[src/rtl/dma_seq_pkg.sv]
package dma_seq_pkg;

  localparam int WORD_W  = 32;
  localparam int COUNT_W = 12;

  localparam logic [3:0] OP_WRITE   = 4'h1;
  localparam logic [3:0] OP_SKIP    = 4'h2;
  localparam logic [3:0] OP_WRITEC  = 4'h5;
  localparam logic [3:0] OP_JUMP    = 4'h7;
  localparam logic [3:0] OP_SYNC    = 4'h8;
  localparam logic [3:0] OP_READ    = 4'h9;
  localparam logic [3:0] OP_READC   = 4'hA;
  localparam logic [3:0] OP_WRITERM = 4'hB;
  localparam logic [3:0] OP_WRITECM = 4'hC;
  localparam logic [3:0] OP_WRITECR = 4'hD;

  localparam int BIT_IMM  = 12;
  localparam int BIT_CNT0 = 16;
  localparam int BIT_CNT1 = 17;
  localparam int BIT_IRQ1 = 24;
  localparam int BIT_IRQ2 = 25;
  localparam int BIT_EOL  = 26;
  localparam int BIT_SOL  = 27;

  // Fields kept from the opcode word once it has been decoded.
  typedef struct packed {
    logic [3:0]         op;
    logic               bad;
    logic               imm;
    logic               countUp;
    logic               irq1;
    logic               irq2;
    logic               sol;
    logic               eol;
    logic [COUNT_W-1:0] count;
  } instrFields_t;

  // Strobes from the control FSM to the datapath.
  typedef struct packed {
    logic       loadStart;
    logic       latchOp;
    logic       latchArg;
    logic [1:0] argSel;
    logic       rdEn;
    logic [1:0] rdOfs;
    logic       exec;
  } seqStrobe_t;

  function automatic logic opKnown(input logic [3:0] op);
    case (op)
      OP_WRITE, OP_SKIP, OP_WRITEC, OP_JUMP, OP_SYNC, OP_READ,
      OP_READC, OP_WRITERM, OP_WRITECM, OP_WRITECR: opKnown = 1'b1;
      default: opKnown = 1'b0;
    endcase
  endfunction

  function automatic logic [2:0] wordsFor(input logic [3:0] op);
    case (op)
      OP_WRITE, OP_JUMP:       wordsFor = 3'd2;
      OP_WRITERM, OP_WRITECM:  wordsFor = 3'd3;
      OP_WRITECR:              wordsFor = 3'd4;
      default:                 wordsFor = 3'd1;
    endcase
  endfunction

endpackage

[src/rtl/seq_ctrl.sv]
module seq_ctrl
  import dma_seq_pkg::*;
(
  input  logic       clk,
  input  logic       rstN,
  input  logic       runEn,
  input  logic [2:0] fetchLen,
  input  logic       fetchBad,
  output seqStrobe_t stb,
  output logic       halted
);

  typedef enum logic [2:0] {
    S_IDLE, S_FETCH, S_DECODE, S_ARG, S_EXEC, S_HALT
  } seqState_e;

  seqState_e  state, nextState;
  logic [1:0] argIdx;
  logic [2:0] lenHeld;
  logic       badHeld;
  logic       moreArgs;

  assign moreArgs = ((3'(argIdx) + 3'd1) < lenHeld);

  always_comb begin
    stb       = '0;
    nextState = state;
    case (state)
      S_IDLE: begin
        if (runEn) begin
          stb.loadStart = 1'b1;
          nextState     = S_FETCH;
        end
      end
      S_FETCH: begin
        stb.rdEn  = 1'b1;
        stb.rdOfs = 2'd0;
        nextState = S_DECODE;
      end
      S_DECODE: begin
        stb.latchOp = 1'b1;
        if (fetchBad || fetchLen == 3'd1) begin
          nextState = S_EXEC;
        end else begin
          stb.rdEn  = 1'b1;
          stb.rdOfs = 2'd1;
          nextState = S_ARG;
        end
      end
      S_ARG: begin
        stb.latchArg = 1'b1;
        stb.argSel   = argIdx;
        if (moreArgs) begin
          stb.rdEn  = 1'b1;
          stb.rdOfs = argIdx + 2'd1;
        end else begin
          nextState = S_EXEC;
        end
      end
      S_EXEC: begin
        stb.exec = 1'b1;
        if (badHeld)    nextState = S_HALT;
        else if (runEn) nextState = S_FETCH;
        else            nextState = S_IDLE;
      end
      S_HALT: begin
        if (!runEn) nextState = S_IDLE;
      end
      default: nextState = S_IDLE;
    endcase
  end

  always_ff @(posedge clk) begin
    if (!rstN) begin
      state   <= S_IDLE;
      argIdx  <= 2'd0;
      lenHeld <= 3'd1;
      badHeld <= 1'b0;
    end else begin
      state <= nextState;
      if (state == S_DECODE) begin
        lenHeld <= fetchBad ? 3'd1 : fetchLen;
        badHeld <= fetchBad;
        argIdx  <= 2'd1;
      end else if (state == S_ARG && moreArgs) begin
        argIdx <= argIdx + 2'd1;
      end
    end
  end

  assign halted = (state == S_HALT);

  AST_IDLE_WAITS: assert property (@(posedge clk) disable iff (!rstN)
    (state == S_IDLE && !runEn) |=> (state == S_IDLE));
  AST_STOP_AT_BOUNDARY: assert property (@(posedge clk) disable iff (!rstN)
    (state == S_EXEC && !runEn && !badHeld) |=> (state == S_IDLE));
  AST_HALT_STAYS: assert property (@(posedge clk) disable iff (!rstN)
    (state == S_HALT && runEn) |=> (state == S_HALT));
  AST_ARG_IN_RANGE: assert property (@(posedge clk) disable iff (!rstN)
    (state == S_ARG) |-> (3'(argIdx) < lenHeld));

endmodule

[src/rtl/seq_datapath.sv]
module seq_datapath
  import dma_seq_pkg::*;
#(
  parameter int ADDR_W = 8,
  parameter int CNT_W  = 16
) (
  input  logic                clk,
  input  logic                rstN,
  input  seqStrobe_t          stb,
  input  logic [ADDR_W-1:0]   startAddr,
  input  logic [CNT_W-1:0]    waitTag,
  input  logic [WORD_W-1:0]   memRdData,
  output logic [ADDR_W-1:0]   memAddr,
  output logic [2:0]          fetchLen,
  output logic                fetchBad,
  output logic                wrReqValid,
  output logic [WORD_W-1:0]   wrReqAddr,
  output logic [COUNT_W-1:0]  wrReqCount,
  output logic                wrReqSol,
  output logic                wrReqEol,
  output logic                regWrEn,
  output logic [WORD_W-1:0]   regWrAddr,
  output logic [WORD_W-1:0]   regWrData,
  output logic [WORD_W-1:0]   regWrMask,
  output logic                irq1Pulse,
  output logic                irq2Pulse,
  output logic                opErrPulse,
  output logic [CNT_W-1:0]    doneCount,
  output logic                tagReached
);

  localparam int ARG_N = 3;

  logic [ADDR_W-1:0]   pc;
  instrFields_t        cur;
  instrFields_t        fetched;
  logic [WORD_W-1:0]   argWord [1:ARG_N];
  logic                goodExec;
  logic [CNT_W-1:0]    tagDiff;

  // Decode of the word arriving from memory.
  assign fetchLen = wordsFor(memRdData[31:28]);
  assign fetchBad = !opKnown(memRdData[31:28]);

  always_comb begin
    fetched.op      = memRdData[31:28];
    fetched.bad     = fetchBad;
    fetched.imm     = memRdData[BIT_IMM];
    fetched.countUp = memRdData[BIT_CNT0] | memRdData[BIT_CNT1];
    fetched.irq1    = memRdData[BIT_IRQ1];
    fetched.irq2    = memRdData[BIT_IRQ2];
    fetched.sol     = memRdData[BIT_SOL];
    fetched.eol     = memRdData[BIT_EOL];
    fetched.count   = memRdData[COUNT_W-1:0];
  end

  assign memAddr = pc + ADDR_W'(stb.rdOfs);

  always_ff @(posedge clk) begin
    if (!rstN) begin
      cur <= '0;
    end else if (stb.latchOp) begin
      cur <= fetched;
    end
  end

  always_ff @(posedge clk) begin
    if (!rstN) begin
      for (int i = 1; i <= ARG_N; i++) argWord[i] <= '0;
    end else if (stb.latchArg) begin
      for (int i = 1; i <= ARG_N; i++)
        if (stb.argSel == 2'(i)) argWord[i] <= memRdData;
    end
  end

  always_ff @(posedge clk) begin
    if (!rstN) begin
      pc <= '0;
    end else if (stb.loadStart) begin
      pc <= startAddr;
    end else if (stb.exec) begin
      if (!cur.bad && cur.op == OP_JUMP) pc <= argWord[1][ADDR_W-1:0];
      else                               pc <= pc + ADDR_W'(wordsFor(cur.op));
    end
  end

  assign goodExec = stb.exec && !cur.bad;

  always_ff @(posedge clk) begin
    if (!rstN) begin
      doneCount <= '0;
    end else if (goodExec && cur.countUp) begin
      doneCount <= doneCount + CNT_W'(1);
    end
  end

  assign tagDiff    = doneCount - waitTag;
  assign tagReached = !tagDiff[CNT_W-1];

  assign wrReqValid = goodExec && cur.op == OP_WRITE;
  assign wrReqAddr  = argWord[1];
  assign wrReqCount = cur.count;
  assign wrReqSol   = cur.sol;
  assign wrReqEol   = cur.eol;

  assign regWrEn    = goodExec && cur.op == OP_WRITECR && cur.imm;
  assign regWrAddr  = argWord[1];
  assign regWrData  = argWord[2] & argWord[3];
  assign regWrMask  = argWord[3];

  assign irq1Pulse  = goodExec && cur.irq1;
  assign irq2Pulse  = goodExec && cur.irq2;
  assign opErrPulse = stb.exec && cur.bad;

  AST_CNT_STEP: assert property (@(posedge clk) disable iff (!rstN)
    1'b1 |=> (doneCount == $past(doneCount) || doneCount == $past(doneCount) + CNT_W'(1)));
  AST_IRQ1_SINGLE: assert property (@(posedge clk) disable iff (!rstN)
    irq1Pulse |=> !irq1Pulse);
  AST_IRQ2_SINGLE: assert property (@(posedge clk) disable iff (!rstN)
    irq2Pulse |=> !irq2Pulse);
  AST_ERR_NO_FLAGS: assert property (@(posedge clk) disable iff (!rstN)
    opErrPulse |=> $stable(doneCount));

endmodule

[src/rtl/dma_seq_top.sv]
module dma_seq_top
  import dma_seq_pkg::*;
#(
  parameter int ADDR_W = 8,
  parameter int CNT_W  = 16
) (
  input  logic                clk,
  input  logic                rstN,
  input  logic                runEn,
  input  logic [ADDR_W-1:0]   startAddr,
  input  logic [CNT_W-1:0]    waitTag,
  output logic                memRdEn,
  output logic [ADDR_W-1:0]   memAddr,
  input  logic [31:0]         memRdData,
  output logic                wrReqValid,
  output logic [31:0]         wrReqAddr,
  output logic [11:0]         wrReqCount,
  output logic                wrReqSol,
  output logic                wrReqEol,
  output logic                regWrEn,
  output logic [31:0]         regWrAddr,
  output logic [31:0]         regWrData,
  output logic [31:0]         regWrMask,
  output logic                irq1Pulse,
  output logic                irq2Pulse,
  output logic                opErrPulse,
  output logic [CNT_W-1:0]    doneCount,
  output logic                tagReached,
  output logic                halted
);

  seqStrobe_t stb;
  logic [2:0] fetchLen;
  logic       fetchBad;

  seq_ctrl u_ctrl (
    .clk      (clk),
    .rstN     (rstN),
    .runEn    (runEn),
    .fetchLen (fetchLen),
    .fetchBad (fetchBad),
    .stb      (stb),
    .halted   (halted)
  );

  seq_datapath #(.ADDR_W(ADDR_W), .CNT_W(CNT_W)) u_dp (
    .clk        (clk),
    .rstN       (rstN),
    .stb        (stb),
    .startAddr  (startAddr),
    .waitTag    (waitTag),
    .memRdData  (memRdData),
    .memAddr    (memAddr),
    .fetchLen   (fetchLen),
    .fetchBad   (fetchBad),
    .wrReqValid (wrReqValid),
    .wrReqAddr  (wrReqAddr),
    .wrReqCount (wrReqCount),
    .wrReqSol   (wrReqSol),
    .wrReqEol   (wrReqEol),
    .regWrEn    (regWrEn),
    .regWrAddr  (regWrAddr),
    .regWrData  (regWrData),
    .regWrMask  (regWrMask),
    .irq1Pulse  (irq1Pulse),
    .irq2Pulse  (irq2Pulse),
    .opErrPulse (opErrPulse),
    .doneCount  (doneCount),
    .tagReached (tagReached)
  );

  assign memRdEn = stb.rdEn;

  AST_ERR_HALTS: assert property (@(posedge clk) disable iff (!rstN)
    opErrPulse |=> halted);
  AST_ONE_ACTION: assert property (@(posedge clk) disable iff (!rstN)
    !(wrReqValid && regWrEn));
  AST_HALT_NO_READ: assert property (@(posedge clk) disable iff (!rstN)
    halted |-> !memRdEn);

endmodule

[config.mk]
export PLATFORM = sky130hd
export DESIGN_NAME = dma_seq_top
export DESIGN_NICKNAME = d
export VERILOG_FILES = /design/src/rtl/dma_seq_pkg.sv /design/src/rtl/seq_ctrl.sv /design/src/rtl/seq_datapath.sv /design/src/rtl/dma_seq_top.sv
export SDC_FILE = /design/constraint.sdc
export NUM_CORES = 1
export LEC_CHECK = 0
export BUFFER_PORTS_ARGS = -buffer_cell sky130_fd_sc_hd__buf_4
export CORE_UTILIZATION = 35
export CTS_CLUSTER_SIZE = 8
export DETAILED_ROUTE_END_ITERATION = 10
export SETUP_SLACK_MARGIN = 0.02
export SLEW_MARGIN = 0
export SYNTH_ARGS = -nofsm -noshare
export SYNTH_HDL_FRONTEND = slang
export SYNTH_SLANG_ARGS = --single-unit
[constraint.sdc]
create_clock -name clk -period 3.8 [get_ports clk]
set_clock_uncertainty 0.2 [all_clocks]
set_input_delay 0.38 -clock clk [delete_from_list [all_inputs] [get_ports clk]]
set_output_delay 0.38 -clock clk [all_outputs]
set_load 0.01 [all_outputs]
==> results of run 1 <==
[stage by stage]
step | worst slack, ns | power, uW | util | hold WS (ns)
floorplan | -0.0391 | 2110 | - | 0.232
global placement | 0.374 | 2260 | 0.418 | 0.245
detailed placement | 0.289 | 2260 | 0.418 | 0.248
CTS | 0.0435 | 4120 | 0.449 | 0.000714
global route | -0.00704 | 4240 | 0.452 | 0.0177
finish | 0.210 | 4090 | 0.452 | 0.0208
[cell type report]
cell class	instances	area, um2	area share
tap	280	350	0.0351
sequential	151	3990	0.399
timing repair buffer	249	1880	0.188
multi-input combinational	457	3020	0.302
clock inverter	15	225	0.0225
clock buffer	17	425	0.0426
inverter	28	105	0.0105
[kinds of logic after synthesis]
kind of cell | Yosys count
buf+inv | 167
flops | 151
xor+xnor | 29
fa+ha+maj | 28
mux | 7
simple gates | 301
compound gates | 92
[synthesized netlist by cell type, types with 4 or more instances]
| library cell | count | area, um2 |
|---|---|---|
| ha_1 | 26 | 325 |
| nor2_1 | 36 | 135 |
| nand2_1 | 72 | 270 |
| clkbuf_1 | 19 | 71.3 |
| nor4_1 | 4 | 25.0 |
| o21ai_0 | 17 | 85.1 |
| xor2_1 | 21 | 184 |
| xnor2_1 | 8 | 70.1 |
| buf_2 | 8 | 40.0 |
| and2_1 | 128 | 801 |
| nand3_1 | 11 | 55.1 |
| nand4_1 | 6 | 37.5 |
| a211oi_1 | 8 | 60.1 |
| inv_1 | 27 | 101 |
| a21o_1 | 5 | 37.5 |
| nor3_1 | 14 | 70.1 |
| o21a_1 | 4 | 30.0 |
| edfxtp_1 | 96 | 2880 |
| a21oi_1 | 41 | 205 |
| dfxtp_1 | 55 | 1100 |
| buf_4 | 109 | 818 |
[sequential cells by signal, summed over array words and instances (netlist names)]
signal / cells
u_ctrl.state: 3
u_dp.argWord: 96
u_dp.pc: 8
u_dp.doneCount: 16
u_dp.wrReqSol: 1
u_dp.wrReqEol: 1
u_dp.cur: 9
u_ctrl.lenHeld: 3
u_ctrl.argIdx: 2
u_dp.wrReqCount: 12
[power breakdown]
group / total [uW] / leakage, uW / switching, uW / internal [uW]
Combinational: 386 / 0.00261 / 201 / 185
Clock: 1860 / 0.000310 / 687 / 1170
Sequential: 1850 / 0.00144 / 51.0 / 1800
Total: 4090 / 0.00436 / 939 / 3150
[what timing repair did]
action / 4_1_cts / 5_1_grt
setup buffers: 0 / 4
endpoints found under the setup margin: 2 / 2
gates resized for setup: 4 / 10
hold buffers: 3 / 0
endpoints found under the hold margin: 3 / 0
pin swaps: 0 / 6
[final timing paths]
check,start,endpoint,slack [ns],depth (start not counted)
max reg2reg,u_dp.cur[20],u_dp.pc[4],1.14,11
max,u_ctrl.argIdx[0],memAddr[6],0.21,13
min reg2reg,u_dp.cur[14],u_dp.cur[14],0.25,2
min,memRdData[6],u_dp.wrReqCount[6],0.02,3
[worst reg2reg max path, cell delays in order, from the launching register on]
cell,delay [ns]
dfxtp_1,0.44
nand3b_1,0.21
o21ai_0,0.11
nand2_1,0.09
ha_1,0.19
inv_1,0.06
fa_1,0.39
nor2b_1,0.19
o21ai_0,0.12
xor2_1,0.17
a211o_1,0.30
a21oi_1,0.13
[per-layer routing]
metal  part of all wire  wire length (um)
met2               0.48              9410
met3              0.059              1160
met4              0.012               243
met5                  0                 0
met1               0.45              8780
==> out/results.ini, run 1 <==
[synth]
synth-async-reset-ratio=0
syn_avg_cell_area_um2=10.3
synthAdderAreaFrac=0.0458
yosysSeqAreaShare=0.499
synth_top_family_by_area=simple AND/OR/NAND/NOR gates
syn_nets=862
ys_warn_count=0
muxShareOfSynthArea=0.0108
ys_ff_latch=151
synth_compound_area_frac=0.0688
synth-edff-count=96
synth_ff_type=edfxtp_1
netlist-cell-type-count=57
synth-simple-area-share=0.212
synth_cells=775
netlist_area_um2=7980
synth_xor_xnor_area_share=0.0318

[floorplanning]
io_pins=233
rows=54
core_area_um2=22100
initial_core_util=0.361
die_h_um=153
die_area_um2=23400
dieWidth_um=153

[clocking]
cts_made_buffers=17
cts_tree=built
cts_root_buf=clkbuf_16
cts.sinks=151
path_clk_slew_ns=0.06
clkLatencyLatePin_ns=0.42
clk_path_buf_depth=2
htreeDepth=4

[critical_path]
end_kind=output port
cp_cell_sequence=ha_4, ha_4, a21boi_2, o21ai_1, nand2_1, o21ai_2, ha_2, inv_2, fa_2, nor2_2, nand3_1, xnor2_1, buf_4
cpLargestDelayFamily=adder cells
slowest_delay_ns=0.39
worstPathMaxFanout=4
crit_type=reg -> out
cp_common_cell=ha_4
cp-start-kind=flip-flop
crit_buf_inv=2
crit_arrival_ns=3.01
cp_data_required_time_ns=3.22
critical-path-slowest-cell=fa_2

[run]
max-cap-violations=0

[detailed_routing]
vias=5629
wire_per_inst_um=16.4
drt-total-wl_um=19600
ant_nets=0
drc_errors=0
drtPass1Iterations=4
drt-initial-drc-count=267
viasPerCell=4.70

[sta]
finalSetupViolCount=0
fmaxAchievable_ghz=0.279
relSlewSlack=0.391
finalSetupTns_ns=0
fin_crit_ns=3.59
drv_slew=0
post-route-period-util=0.945
tightest_slew_ns=0.911
hold_viol_final=0

[global_route]
grtUsageTotal=0.169
grt_overflow=0
antenna_found_initial=0
use_met2=0.285
met1_usage=0.211
grt_max_degree=48
gr-max-usage-layer=met2
grt_pass1_vias=5421
met3_usage=0.0437
grt_pass1_wl_um=30000

[finish]
final_common_cell=buf_4
final_cell_mix=246 x buf_4, 128 x and2_1, 96 x edfxtp_1
syn_to_final_growth_pct=25.2
postLayoutCellArea_um2=9990
drive_above_1_share=0.334
nets=991
num_antenna_cells=0
stdcell_count=1197
n_fill_cell=2113

[power_and_ir_drop]
ir_drop_mv=0.264
leakage_uw=0.00436
p_per_area_nw_per_um2=409

[placement]
place_hpwl_um=13600
gp_congestion=0.795
dp_cells=1158
numPortBuffers=232
placed_cell_area_um2=9240

[worst_hold_path]
hp-class=in -> reg

[run_status]
status=finished clean

Power figures use the tool's default switching activity.
==> run 2, diff against run 1 <==
- CAP_MARGIN: unset -> 20
- SYNTH_HIERARCHICAL: unset -> 1
==> run 2 against run 1 <==
  * Utilization shrank 0.80 points
  * Sequential power rose by 4%
  * Worst hold slack improved by 0.0031 ns
  * Count of clock-buffer cells in the layout increased by 1
==> out/results.ini, run 2 <==
[power_and_ir_drop]
leakage_uw=0.00440
ir_drop_mv=0.263
p_per_area_nw_per_um2=427

[finish]
final_common_cell=buf_4
num_antenna_cells=0
drive_above_1_share=0.331
regMostFlops=u_dp/argWord
stdcell_count=1219
nets=980
postLayoutCellArea_um2=10200
n_fill_cell=2259
final_cell_mix=245 x buf_4, 148 x and2_1, 96 x edfxtp_1
largest_register_ffs=96
syn_to_final_growth_pct=23.6

[global_route]
grt_pass1_vias=5561
grt_max_degree=64
grt_overflow=0
grtUsageTotal=0.162
antenna_found_initial=0
grt_pass1_wl_um=29600

[clocking]
cts_tree=built
htreeDepth=4
cts_made_buffers=17
path_clk_slew_ns=0.07
clkLatencyLatePin_ns=0.42
cts.sinks=152
clk_path_buf_depth=2
cts_root_buf=clkbuf_16

[sta]
fin_crit_ns=3.61
finalSetupTns_ns=0
post-route-period-util=0.951
drv_slew=0
finalSetupViolCount=0
fmaxAchievable_ghz=0.277
rsz0062_at_grt=false
relSlewSlack=0.421
hold_viol_final=0
hold_ws_ns=0.0238
tightest_slew_ns=0.867
setup_ws_ns=0.187

[synth]
netlist-cell-type-count=61
synth_cells=766
synth-async-reset-ratio=0
ys_warn_count=6
synthTopCellsByArea=edfxtp_1 35%, dfxtp_1 14%, and2_1 11%
syn_nets=853
syn_avg_cell_area_um2=10.7
netlist_area_um2=8220
yosysSeqAreaShare=0.487
synthTopCellsByCount=148 x and2_1, 110 x buf_4, 96 x edfxtp_1
synth-edff-count=96
synth_ff_type=edfxtp_1
yosysMostFrequentCell=and2_1
ys_ff_latch=152
netlist.area_leader.share=0.351
yosysTopAreaCell=edfxtp_1

[detailed_routing]
wire_per_inst_um=15.8
drc_errors=0
drtPass1Iterations=4
viasPerCell=4.52
ant_nets=0
drt-total-wl_um=19200
vias=5515
drt-initial-drc-count=189

[placement]
gp_congestion=0.775
placed_cell_area_um2=9530
numPortBuffers=232
pre_cts_slack_ns=0.415
place_hpwl_um=13700
dp_cells=1185

[floorplanning]
io_pins=233
die_h_um=155
initial_core_util=0.360
die_area_um2=24100
rows=55
core_area_um2=22800
dieWidth_um=155

[critical_path]
cp-start-kind=flip-flop
cp_data_required_time_ns=3.22
worstPathMaxFanout=7
crit_arrival_ns=3.03
end_kind=output port
crit_type=reg -> out

[worst_hold_path]
hp-class=in -> reg

[run]
max-cap-violations=0

[run_status]
status=finished clean

==> run 2: cell type report <==
cell class	instances	area, um2	share of cell area
clock inverter	14	163	0.0160
clock buffer	18	429	0.0423
sequential	152	4010	0.394
multi-input combinational	444	3190	0.314
timing repair buffer	247	1860	0.183
tap	313	392	0.0386
inverter	31	116	0.0115
==> run 2: metal layers <==
layer,GRT usage,up-vias,routed length (um),part of all wire
met5,0,-,0,0
met1,0.202,2600,8740,0.45
met2,0.277,156,9300,0.48
met4,0.0500,0,280,0.015
li1,-,2741,-,-
met3,0.0368,18,916,0.048
==> run 2: path summary, 6_finish.rpt <==
kind / depth (start not counted) / slack [ns] / endpoint / from
max: 12 / 0.19 / memAddr[4] / u_ctrl/argIdx[0]
min: 3 / 0.02 / u_dp/pc[1] / startAddr[1]
max reg2reg: 12 / 0.87 / u_dp/pc[4] / u_dp/cur[21]
min reg2reg: 2 / 0.26 / u_ctrl/badHeld / u_ctrl/badHeld
==> run 2: logic make-up after synthesis <==
kind of cell,share of synthesized area
simple gates,0.217
buf+inv,0.131
flops,0.487
compound gates,0.0573
mux,0.0370
fa+ha+maj,0.0445
xor+xnor,0.0267
==> run 2: critical path, cell delays in order, from the launching register on <==
cell and delay, ns:
dfxtp_2 0.35, ha_1 0.33, ha_1 0.21, a21oi_2 0.17, o21ai_2 0.13, nor3_1 0.14, o21a_1 0.16, ha_1 0.18
inv_1 0.07, fa_2 0.37, nand3b_1 0.19, xnor2_1 0.18, buf_4 0.15
==> run 2: where the power goes <==
part           leakage (uW)  internal, uW  total (uW)  switching, uW
registers           0.00145          1840        1930           93.4
clock network      0.000282           987        1710            728
logic               0.00267           339         687            348
==> run 2: timing repair <==
action                                 in CTS  in global routing
gates resized for setup                     2                  3
pin swaps                                   0                  1
endpoints found under the hold margin       2                  0
setup endpoints to repair                   1                  2
setup buffers                               0                  0
hold buffers                                2                  0
==> run 2: metrics by stage <==
step / power [uW] / utilization
after floorplan: 2410 / -
after global placement: 2650 / 0.417
after detailed placement: 2660 / 0.417
after CTS: 4380 / 0.444
after global routing: 4520 / 0.444
final: 4330 / 0.444
==> run 3, diff against run 2 <==
- PLACE_DENSITY_LB_ADDON: unset -> 0.15
==> run 3 against run 2 <==
  * Via count is 0.24% higher
  * Utilization hardly changed
  * First-iteration DRC count stayed put
  * Highest routed layer unchanged
  * Combinational power is 0.9% lower
  * Die area stayed put
  * Final cell count hardly changed
  * Count of clock-buffer cells in the layout stayed put
  * Critical path depth is 1 lower
  * Sequential share of layout area hardly changed
  * Worst setup slack better by 0.042 ns
==> out/results.ini, run 3 (synthesis results as in run 2) <==
[critical_path]
worstPathMaxFanout=7
slowest_delay_ns=0.42
cpLargestDelayFamily=adder cells
crit_type=reg -> out
reg2regPathDepth=12
end_kind=output port
crit_buf_inv=2
cp_data_required_time_ns=3.22
cp_num_cells=11
cp-start-kind=flip-flop
cp_common_cell=ha_1
critical-path-slowest-cell=fa_2
cp_cell_sequence=ha_1, ha_1, a21oi_2, o21ai_2, nor3_1, and2_1, inv_1, fa_2, nor3b_2, xor2_1, buf_4
crit_arrival_ns=2.99

[clocking]
clkLatencyLatePin_ns=0.42
cts_tree=built
cts.sinks=152
cts_made_buffers=17
cts_root_buf=clkbuf_16
clk_path_buf_depth=2
path_clk_slew_ns=0.06
htreeDepth=4

[finish]
postLayoutCellArea_um2=10200
nets=979
drive_above_1_share=0.328
regMostFlops=u_dp/argWord
largest_register_ffs=96
syn_to_final_growth_pct=23.7
num_antenna_cells=0
final_common_cell=buf_4
final_cell_mix=243 x buf_4, 148 x and2_1, 96 x edfxtp_1
n_fill_cell=2235

[sta]
post-route-period-util=0.940
finalSetupTns_ns=0
relSlewSlack=0.423
fmaxAchievable_ghz=0.280
fin_crit_ns=3.57
finalSetupViolCount=0
tightest_slew_ns=0.864
hold_viol_final=0
rsz0062_at_grt=false
drv_slew=0

[global_route]
grt_pass1_wl_um=29900
grtUsageTotal=0.164
antenna_found_initial=0
grt_max_degree=64
grt_overflow=0
grt_pass1_vias=5350

[floorplanning]
rows=55
initial_core_util=0.360
io_pins=233
die_h_um=155
dieWidth_um=155
core_area_um2=22800
die_area_um2=24100

[placement]
place_hpwl_um=13700
gp_congestion=0.738
placed_cell_area_um2=9510
numPortBuffers=232

[detailed_routing]
drt-total-wl_um=19400
wire_per_inst_um=15.9
drc_errors=0
drt-initial-drc-count=189
drtPass1Iterations=4
ant_nets=0
viasPerCell=4.54
vias=5528

[power_and_ir_drop]
internal_power_uw=3210
leakage_uw=0.00440
seqPwrFrac=0.446
combinationalPowerShare=0.156
clockPowerShare=0.398
p_switching_uw=1140
p_per_area_nw_per_um2=428
switching_share=0.262
ir_drop_mv=0.266
finalPower_uw=4350

[run_status]
status=finished clean

[worst_hold_path]
min_delay_path_depth=2
hp-class=in -> reg

[run]
max-cap-violations=0

[run 3: stage by stage]
stage                     utilization  hold slack, ns  cells  setup WS [ns]
after floorplan                     -           0.231    766          0.647
after global placement          0.416           0.243   1183          0.453
after detailed placement        0.416           0.245   1183          0.432
after CTS                       0.444          0.0168   1218         0.0292
after global routing            0.445          0.0329   1218         0.0272
final                           0.445          0.0407   1218          0.229
[run 3: path summary, 6_finish.rpt]
kind / start / endpoint / slack (ns)
setup / recovery: u_ctrl/argIdx[0] / memAddr[6] / 0.23
hold / removal: runEn / u_ctrl/state[1] / 0.04
setup reg to reg: u_dp/cur[21] / u_dp/pc[6] / 0.87
hold reg to reg: u_ctrl/lenHeld[1] / u_ctrl/lenHeld[1] / 0.25
[run 3: metal layers]
layer,up-vias,track usage,routed length [um]
met3,12,0.0362,928
met2,147,0.269,9310
li1,2742,-,-
met1,2627,0.217,8990
met5,-,0,0
met4,0,0.0462,179
[run 3: cell type report]
| class | count | area, um2 | area share |
|---|---|---|---|
| Timing Repair Buffer | 246 | 1850 | 0.182 |
| Inverter | 31 | 116 | 0.0115 |
| Tap cell | 313 | 392 | 0.0385 |
| Multi-Input combinational cell | 444 | 3190 | 0.314 |
| Clock buffer | 18 | 429 | 0.0422 |
| Clock inverter | 14 | 171 | 0.0169 |
| Sequential cell | 152 | 4010 | 0.394 |
[run 3: power groups by stage]
stage | sequential [uW] | clock [uW] | combinational, uW
finish | 1940 | 1730 | 681
floorplan | 1930 | 0 | 489
global route | 1960 | 1840 | 748
CTS | 1940 | 1770 | 686
global placement | 1980 | 0 | 676
detailed placement | 1980 | 0 | 678
[run 3: what timing repair did]
item	CTS	global route
setup buffers	0	0
resized for setup	1	5
endpoints found under the setup margin	1	2
hold endpoints to repair	3	0
pin swaps	0	0
hold buffers	3	0
